File: src/rtl/xlat_pkg.sv
package xlat_pkg;

    localparam int CFG_AW = 12;

    // register byte offsets; the table stride of 8 is decoded by address bits
    localparam logic [CFG_AW-1:0] CTRL_OFF = 12'h004;
    localparam logic [CFG_AW-1:0] SIZE_OFF = 12'h030;
    localparam logic [CFG_AW-1:0] TBL_OFF  = 12'h200;

    // control bit carrying the translation enable
    localparam int EN_BIT = 1;

    typedef struct packed {
        logic        valid;
        logic        hit;
        logic [63:0] addr;
    } xl_res_t;

endpackage

File: src/rtl/xlat_cfg_regs.sv
module xlat_cfg_regs
    import xlat_pkg::*;
#(
    parameter int NUM_WIN = 32
) (
    input  logic                         clk,
    input  logic                         rst_n,
    input  logic                         cfg_wr,
    input  logic [CFG_AW-1:0]            cfg_addr,
    input  logic [31:0]                  cfg_wdata,
    output logic [31:0]                  cfg_rdata,
    output logic                         xl_en,
    output logic [2:0]                   size_idx,
    output logic [NUM_WIN-1:0][31:0]     win_lo,
    output logic [NUM_WIN-1:0][31:0]     win_hi
);

    localparam int IDX_W = $clog2(NUM_WIN);
    localparam logic [CFG_AW-1:0] TBL_END = CFG_AW'(TBL_OFF + 8 * NUM_WIN);

    typedef struct packed {
        logic                     en;
        logic [2:0]               size;
        logic [NUM_WIN-1:0][31:0] lo;
        logic [NUM_WIN-1:0][31:0] hi;
    } cfg_t;

    cfg_t cfg_d, cfg_q;

    logic             aligned;
    logic             in_tbl;
    logic [IDX_W-1:0] widx;

    always_comb begin
        aligned = (cfg_addr[1:0] == 2'b00);
        in_tbl  = (cfg_addr >= TBL_OFF) && (cfg_addr < TBL_END);
        widx    = cfg_addr[IDX_W+2:3];
    end

    // next state
    always_comb begin
        cfg_d = cfg_q;
        if (cfg_wr && aligned) begin
            if (cfg_addr == CTRL_OFF) begin
                cfg_d.en = cfg_wdata[EN_BIT];
            end else if (cfg_addr == SIZE_OFF) begin
                cfg_d.size = cfg_wdata[2:0];
            end else if (in_tbl) begin
                if (cfg_addr[2]) begin
                    cfg_d.hi[widx] = cfg_wdata;
                end else begin
                    cfg_d.lo[widx] = cfg_wdata;
                end
            end
        end
    end

    // read port
    always_comb begin
        cfg_rdata = '0;
        if (aligned) begin
            if (cfg_addr == CTRL_OFF) begin
                cfg_rdata[EN_BIT] = cfg_q.en;
            end else if (cfg_addr == SIZE_OFF) begin
                cfg_rdata[2:0] = cfg_q.size;
            end else if (in_tbl) begin
                cfg_rdata = cfg_addr[2] ? cfg_q.hi[widx] : cfg_q.lo[widx];
            end
        end
    end

    always_ff @(posedge clk or negedge rst_n) begin
        if (!rst_n) begin
            cfg_q <= '0;
        end else begin
            cfg_q <= cfg_d;
        end
    end

    assign xl_en    = cfg_q.en;
    assign size_idx = cfg_q.size;
    assign win_lo   = cfg_q.lo;
    assign win_hi   = cfg_q.hi;

endmodule

File: src/rtl/xlat_win_sel.sv
module xlat_win_sel #(
    parameter int                NUM_WIN     = 32,
    parameter int                ADDR_W      = 32,
    parameter int                UNIT_SHIFT  = 20,
    parameter logic [ADDR_W-1:0] REGION_BASE = '0
) (
    input  logic [ADDR_W-1:0]        in_addr,
    input  logic                     xl_en,
    input  logic [2:0]               size_idx,
    input  logic [NUM_WIN-1:0][31:0] win_lo,
    input  logic [NUM_WIN-1:0][31:0] win_hi,
    output logic                     hit,
    output logic [63:0]              xaddr
);

    logic [6:0]               sh;
    logic [ADDR_W-1:0]        rel;
    logic [ADDR_W-1:0]        wnum;
    logic                     in_range;
    logic [NUM_WIN-1:0][63:0] cand;
    logic [63:0]              entry;
    logic [63:0]              mask;

    always_comb begin
        sh       = 7'(UNIT_SHIFT) + 7'(size_idx);
        rel      = in_addr - REGION_BASE;
        wnum     = rel >> sh;
        in_range = (in_addr >= REGION_BASE) && (wnum < ADDR_W'(NUM_WIN));
    end

    // one comparator per window; at most one candidate is non-zero
    for (genvar i = 0; i < NUM_WIN; i++) begin : g_win
        assign cand[i] = (in_range && (wnum == ADDR_W'(i))) ?
                         {win_hi[i], win_lo[i]} : 64'd0;
    end

    always_comb begin
        entry = '0;
        for (int i = 0; i < NUM_WIN; i++) begin
            entry = entry | cand[i];
        end
        mask  = (64'd1 << sh) - 64'd1;
        xaddr = (entry & ~mask) | (64'(in_addr) & mask);
        hit   = xl_en & entry[0];
    end

endmodule

File: src/rtl/outbound_xlat.sv
module outbound_xlat
    import xlat_pkg::*;
#(
    parameter int                NUM_WIN     = 32,
    parameter int                ADDR_W      = 32,
    parameter int                UNIT_SHIFT  = 20,
    parameter logic [ADDR_W-1:0] REGION_BASE = 32'h5000_0000
) (
    input  logic              clk,
    input  logic              rst_n,
    input  logic              cfg_wr,
    input  logic [11:0]       cfg_addr,
    input  logic [31:0]       cfg_wdata,
    output logic [31:0]       cfg_rdata,
    input  logic              in_valid,
    input  logic [ADDR_W-1:0] in_addr,
    output logic              out_valid,
    output logic              out_hit,
    output logic [63:0]       out_addr
);

    logic                     xl_en;
    logic [2:0]               size_idx;
    logic [NUM_WIN-1:0][31:0] win_lo;
    logic [NUM_WIN-1:0][31:0] win_hi;
    logic                     sel_hit;
    logic [63:0]              sel_addr;

    xl_res_t res_d, res_q;

    xlat_cfg_regs #(
        .NUM_WIN (NUM_WIN)
    ) u_regs (
        .clk       (clk),
        .rst_n     (rst_n),
        .cfg_wr    (cfg_wr),
        .cfg_addr  (cfg_addr),
        .cfg_wdata (cfg_wdata),
        .cfg_rdata (cfg_rdata),
        .xl_en     (xl_en),
        .size_idx  (size_idx),
        .win_lo    (win_lo),
        .win_hi    (win_hi)
    );

    xlat_win_sel #(
        .NUM_WIN     (NUM_WIN),
        .ADDR_W      (ADDR_W),
        .UNIT_SHIFT  (UNIT_SHIFT),
        .REGION_BASE (REGION_BASE)
    ) u_sel (
        .in_addr  (in_addr),
        .xl_en    (xl_en),
        .size_idx (size_idx),
        .win_lo   (win_lo),
        .win_hi   (win_hi),
        .hit      (sel_hit),
        .xaddr    (sel_addr)
    );

    always_comb begin
        res_d.valid = in_valid;
        res_d.hit   = in_valid & sel_hit;
        res_d.addr  = (in_valid && sel_hit) ? sel_addr : 64'd0;
    end

    always_ff @(posedge clk or negedge rst_n) begin
        if (!rst_n) begin
            res_q <= '0;
        end else begin
            res_q <= res_d;
        end
    end

    assign out_valid = res_q.valid;
    assign out_hit   = res_q.hit;
    assign out_addr  = res_q.addr;

endmodule

File: config.mk
export PLATFORM = sky130hd
export DESIGN_NAME = outbound_xlat
export DESIGN_NICKNAME = d
export VERILOG_FILES = /design/src/rtl/xlat_pkg.sv /design/src/rtl/xlat_cfg_regs.sv /design/src/rtl/xlat_win_sel.sv /design/src/rtl/outbound_xlat.sv
export SDC_FILE = /design/constraint.sdc
export NUM_CORES = 2
export LEC_CHECK = 0
export BUFFER_PORTS_ARGS = -buffer_cell sky130_fd_sc_hd__buf_2
export CORE_AREA = 2 2 492 397
export DETAILED_ROUTE_END_ITERATION = 6
export DIE_AREA = 0 0 494 399
export MAX_ROUTING_LAYER = met4
export PLACE_DENSITY = 0.76
export SKIP_LAST_GASP = 1
export SLEW_MARGIN = 25
export SYNTH_ARGS = -nofsm -noshare
export SYNTH_HDL_FRONTEND = slang
export SYNTH_SLANG_ARGS = --single-unit
export TNS_END_PERCENT = 100
File: constraint.sdc
create_clock -name clk -period 7.1 [get_ports clk]
set_clock_uncertainty 0.2 [all_clocks]
set_input_delay 1.065 -clock clk [delete_from_list [all_inputs] [get_ports clk]]
set_output_delay 1.065 -clock clk [all_outputs]
set_load 0.01 [all_outputs]
==> metrics.csv <==
stage,metric,value,unit
worst_setup_path,worstSetupPathType,input port to output pin,
yosys,yosys.area_share.adder,0.04761,%
yosys,synth-async-reset-ratio,100.0,%
placement,place_hpwl,272.0,mm
worst_setup_path,cp.required,5.83,ns
detailed_routing,drt-pass1-iter-count,7,
worst_setup_path,arrival,4.62,ns
sta,setup_viol,0,
sta,worst_slew_margin_rel,13.94,%
yosys,synth.largest_area_cell,dfrtp_1,
clock_tree,numCtsBuffers,205,
floorplanning,initial_core_util,54.83,%
placement,placedCellCount,9889,
worst_setup_path,start_kind,input port,
floorplanning,rows,144,
clock_tree,postCtsSetupRepairBufs,0,
yosys,synth_xor_area_share,0.04999,%
global_route,grt_max_degree,188,
sta,post-route-min-period,5.883,ns
sta,setup_ws,1.217,ns
global_route,gr-total-overflow,0,
global_route,grt_usage,46.99,%
sta,worstMarginPinSlew,1.281,ns
yosys,synth.top_cells.by_count,"dfrtp_1 (2118), mux2_2 (2098), clkbuf_1 (520), mux4_2 (520), a22oi_1 (451)",
yosys,synth.distinct_cells,84,
layout,fin_cells,10330,
power,p_per_area,215.3,nW/µm²
worst_setup_path,end_kind,output pin,
detailed_routing,wl_per_cell,43.98,µm
clock_tree,cts_hold_buffers,0,
clock_tree,h-tree-depth,4,
sta,rsz0062_at_grt,no,
power,p_leak,54.87,nW
placement,io_buffers,177,
detailed_routing,drc_errors,30,
job,cap_violations,0,
sta,post-route-period-util,82.86,%
worst_setup_path,crit_fanout,46,
detailed_routing,dr_total_vias,81100,
clock_tree,clk_latency,0.88,ns
layout,area_delta_synth_final,12.02,%
detailed_routing,viasPerCell,7.852,
yosys,synthSimpleGateAreaFrac,3.892,%
min_path,holdCritPathClass,input port to async pin,
yosys,syn_area,105100,µm²
sta,fmax,170.0,MHz
floorplanning,dieArea,197100,µm²
detailed_routing,antenna_left,0,
yosys,synth-main-ff-cell,dfrtp_1,
global_route,grt_pass1_wl,626.1,mm
clock_tree,root_buffer,clkbuf_16,
placement,post-place-ws,1.112,ns
yosys,synth-seq-area-share,50.42,%
yosys,synth_compound_area_share,8.260,%
clock_tree,cts.sinks,2118,
floorplanning,chipWidth,494,µm
detailed_routing,drtIter0Drc,15250,
yosys,synth-edff-count,0,
yosys,netlist.area_leader.share,50.42,%
global_route,grt_pass1_vias,78470,
floorplanning,io_pins,178,
yosys,ys_top_cells_by_area,"dfrtp_1 (50%), mux2_2 (22%), mux4_2 (11%), a22oi_1 (3.2%), clkbuf_1 (1.9%)",
clock_tree,cts_tree,yes,
yosys,synth_cells,7597,
layout,layout-drive-gt1-share,47.20,%
clock_tree,clockBufferDepth,3,
global_route,antenna_found_initial,38,
sta,hold_viol,0,
yosys,synth_top_family_by_area,multiplexers,
clock_tree,path_clk_slew,0.06,ns
yosys,syn_avg_cell_area,13.84,µm²
outcome,violations,DRC,
sta,setup_tns,0,ns
sta,drv_slew,0,
power,vdd_ir_drop_max,0.2049,mV
yosys,synth.most_common_cell,dfrtp_1,
yosys,muxShareOfSynthArea,34.35,%
floorplanning,die-height,399,µm
detailed_routing,wl,454.3,mm
outcome,status,"finished, violations left",
yosys,synth_warnings,0,
floorplanning,coreArea,191700,µm²
layout,final_nets,7627,
yosys,ys_ff_latch,2118,
placement,gp_congestion,1.016,
clock_tree,cts_resized,0,
==> worst max-delay path: stages <==
cell and delay, ns:
buf_6 0.54, buf_4 0.68, mux2i_1 0.16, nor2_1 0.16, a21oi_1 0.05, o21ai_0 0.89, o21ai_0 0.56, nor2_1 0.20
buf_2 0.16
==> area by class of cell <==
class                           count  area [µm²]
Fill cell                       14500       73960
Clock inverter                     71        1072
Sequential cell                  2118       53000
Tap cell                         2555        3197
Clock buffer                      296        6006
Inverter                           12       45.04
Multi-Input combinational cell   4677       49850
Antenna cell                       70       175.2
Timing Repair Buffer              529        4400
==> where the power goes <==
part / internal (W) / leakage (nW) / switching [W]
Sequential: 0.0121 / 29.6 / 0.0000456
Combinational: 0.000340 / 21.8 / 0.00109
Clock: 0.00670 / 3.48 / 0.00506
==> worst paths after layout <==
kind	start	endpoint	slack (ns)	cells after the start
max	cfg_addr[7]	cfg_rdata[18]	1.22	9
max reg2reg	u_regs.size_idx[1]	out_addr[47]	1.46	11
min reg2reg	u_regs.win_lo[489]	u_regs.win_lo[489]	0.30	1
min	rst_n	u_regs.win_hi[957]	0.03	1
min in group clk	in_valid	out_valid	0.21	1
max in group asynchronous	rst_n	u_regs.win_lo[965]	4.73	3
==> per-layer routing <==
metal / up-vias / wire, µm / track usage (%)
li1: 29190 / - / -
met1: 41840 / 161400 / 59.08
met2: 7897 / 180200 / 59.86
met3: 2173 / 76060 / 22.89
met4: 0 / 36580 / 29.73
met5: - / 0 / -
==> placed cells by master (no fill, tap or decap), types with 24 or more instances in the layout <==
master	synthesis	final
dfrtp_1	2118	2117
mux2_2	2098	2098
mux4_2	520	520
a22oi_1	451	451
buf_4	2	316
nand2_1	249	215
clkbuf_16	0	208
a22o_1	178	178
buf_2	53	148
a21oi_1	150	145
nor2_1	170	128
a221oi_1	119	119
nand4_1	94	94
nand3_1	76	76
mux2i_1	74	74
diode_2	0	70
buf_12	0	57
o21ai_0	57	55
nor3_1	59	49
clkbuf_8	0	47
clkbuf_1	520	41
nor2_4	0	35
clkinv_2	0	31
nand2_2	0	30
and3_1	29	28
nor4_1	47	27
a222oi_1	24	24
==> registers in the layout, indices dropped and copies added (netlist names) <==
signal,cells
out_addr,64
out_hit,1
u_regs.win_lo,1024
u_regs.win_hi,1024
u_regs.xl_en,1
u_regs.size_idx,3
out_valid,1
==> metrics by stage <==
step	cell area (µm²)	utilization (%)	total power (W)	hold slack (ns)
2_1_floorplan	105100	-	0.01298	0.2739
3_3_place_gp	110300	57.52	0.01373	0.2813
3_5_place_dp	110400	57.57	0.01376	0.2874
4_1_cts	117500	61.27	0.02525	0.08901
5_1_grt	117700	61.39	0.02585	0.09988
6_report	117700	61.42	0.02535	0.03304
==> logic make-up (layout without fill, tap and decap cells) <==
logic type | count (synthesis) | count (layout)
xor gates and xnor gates | 6 | 6
and+or+nand+nor | 825 | 825
buffers and inverters | 804 | 908
DFF | 2118 | 2118
AOI/OAI and AO/OA | 1144 | 1144
other | 2 | 74
muxes | 2694 | 2694
adders and majority gates | 4 | 4
Note: power is estimated with default switching activity, not from simulation.
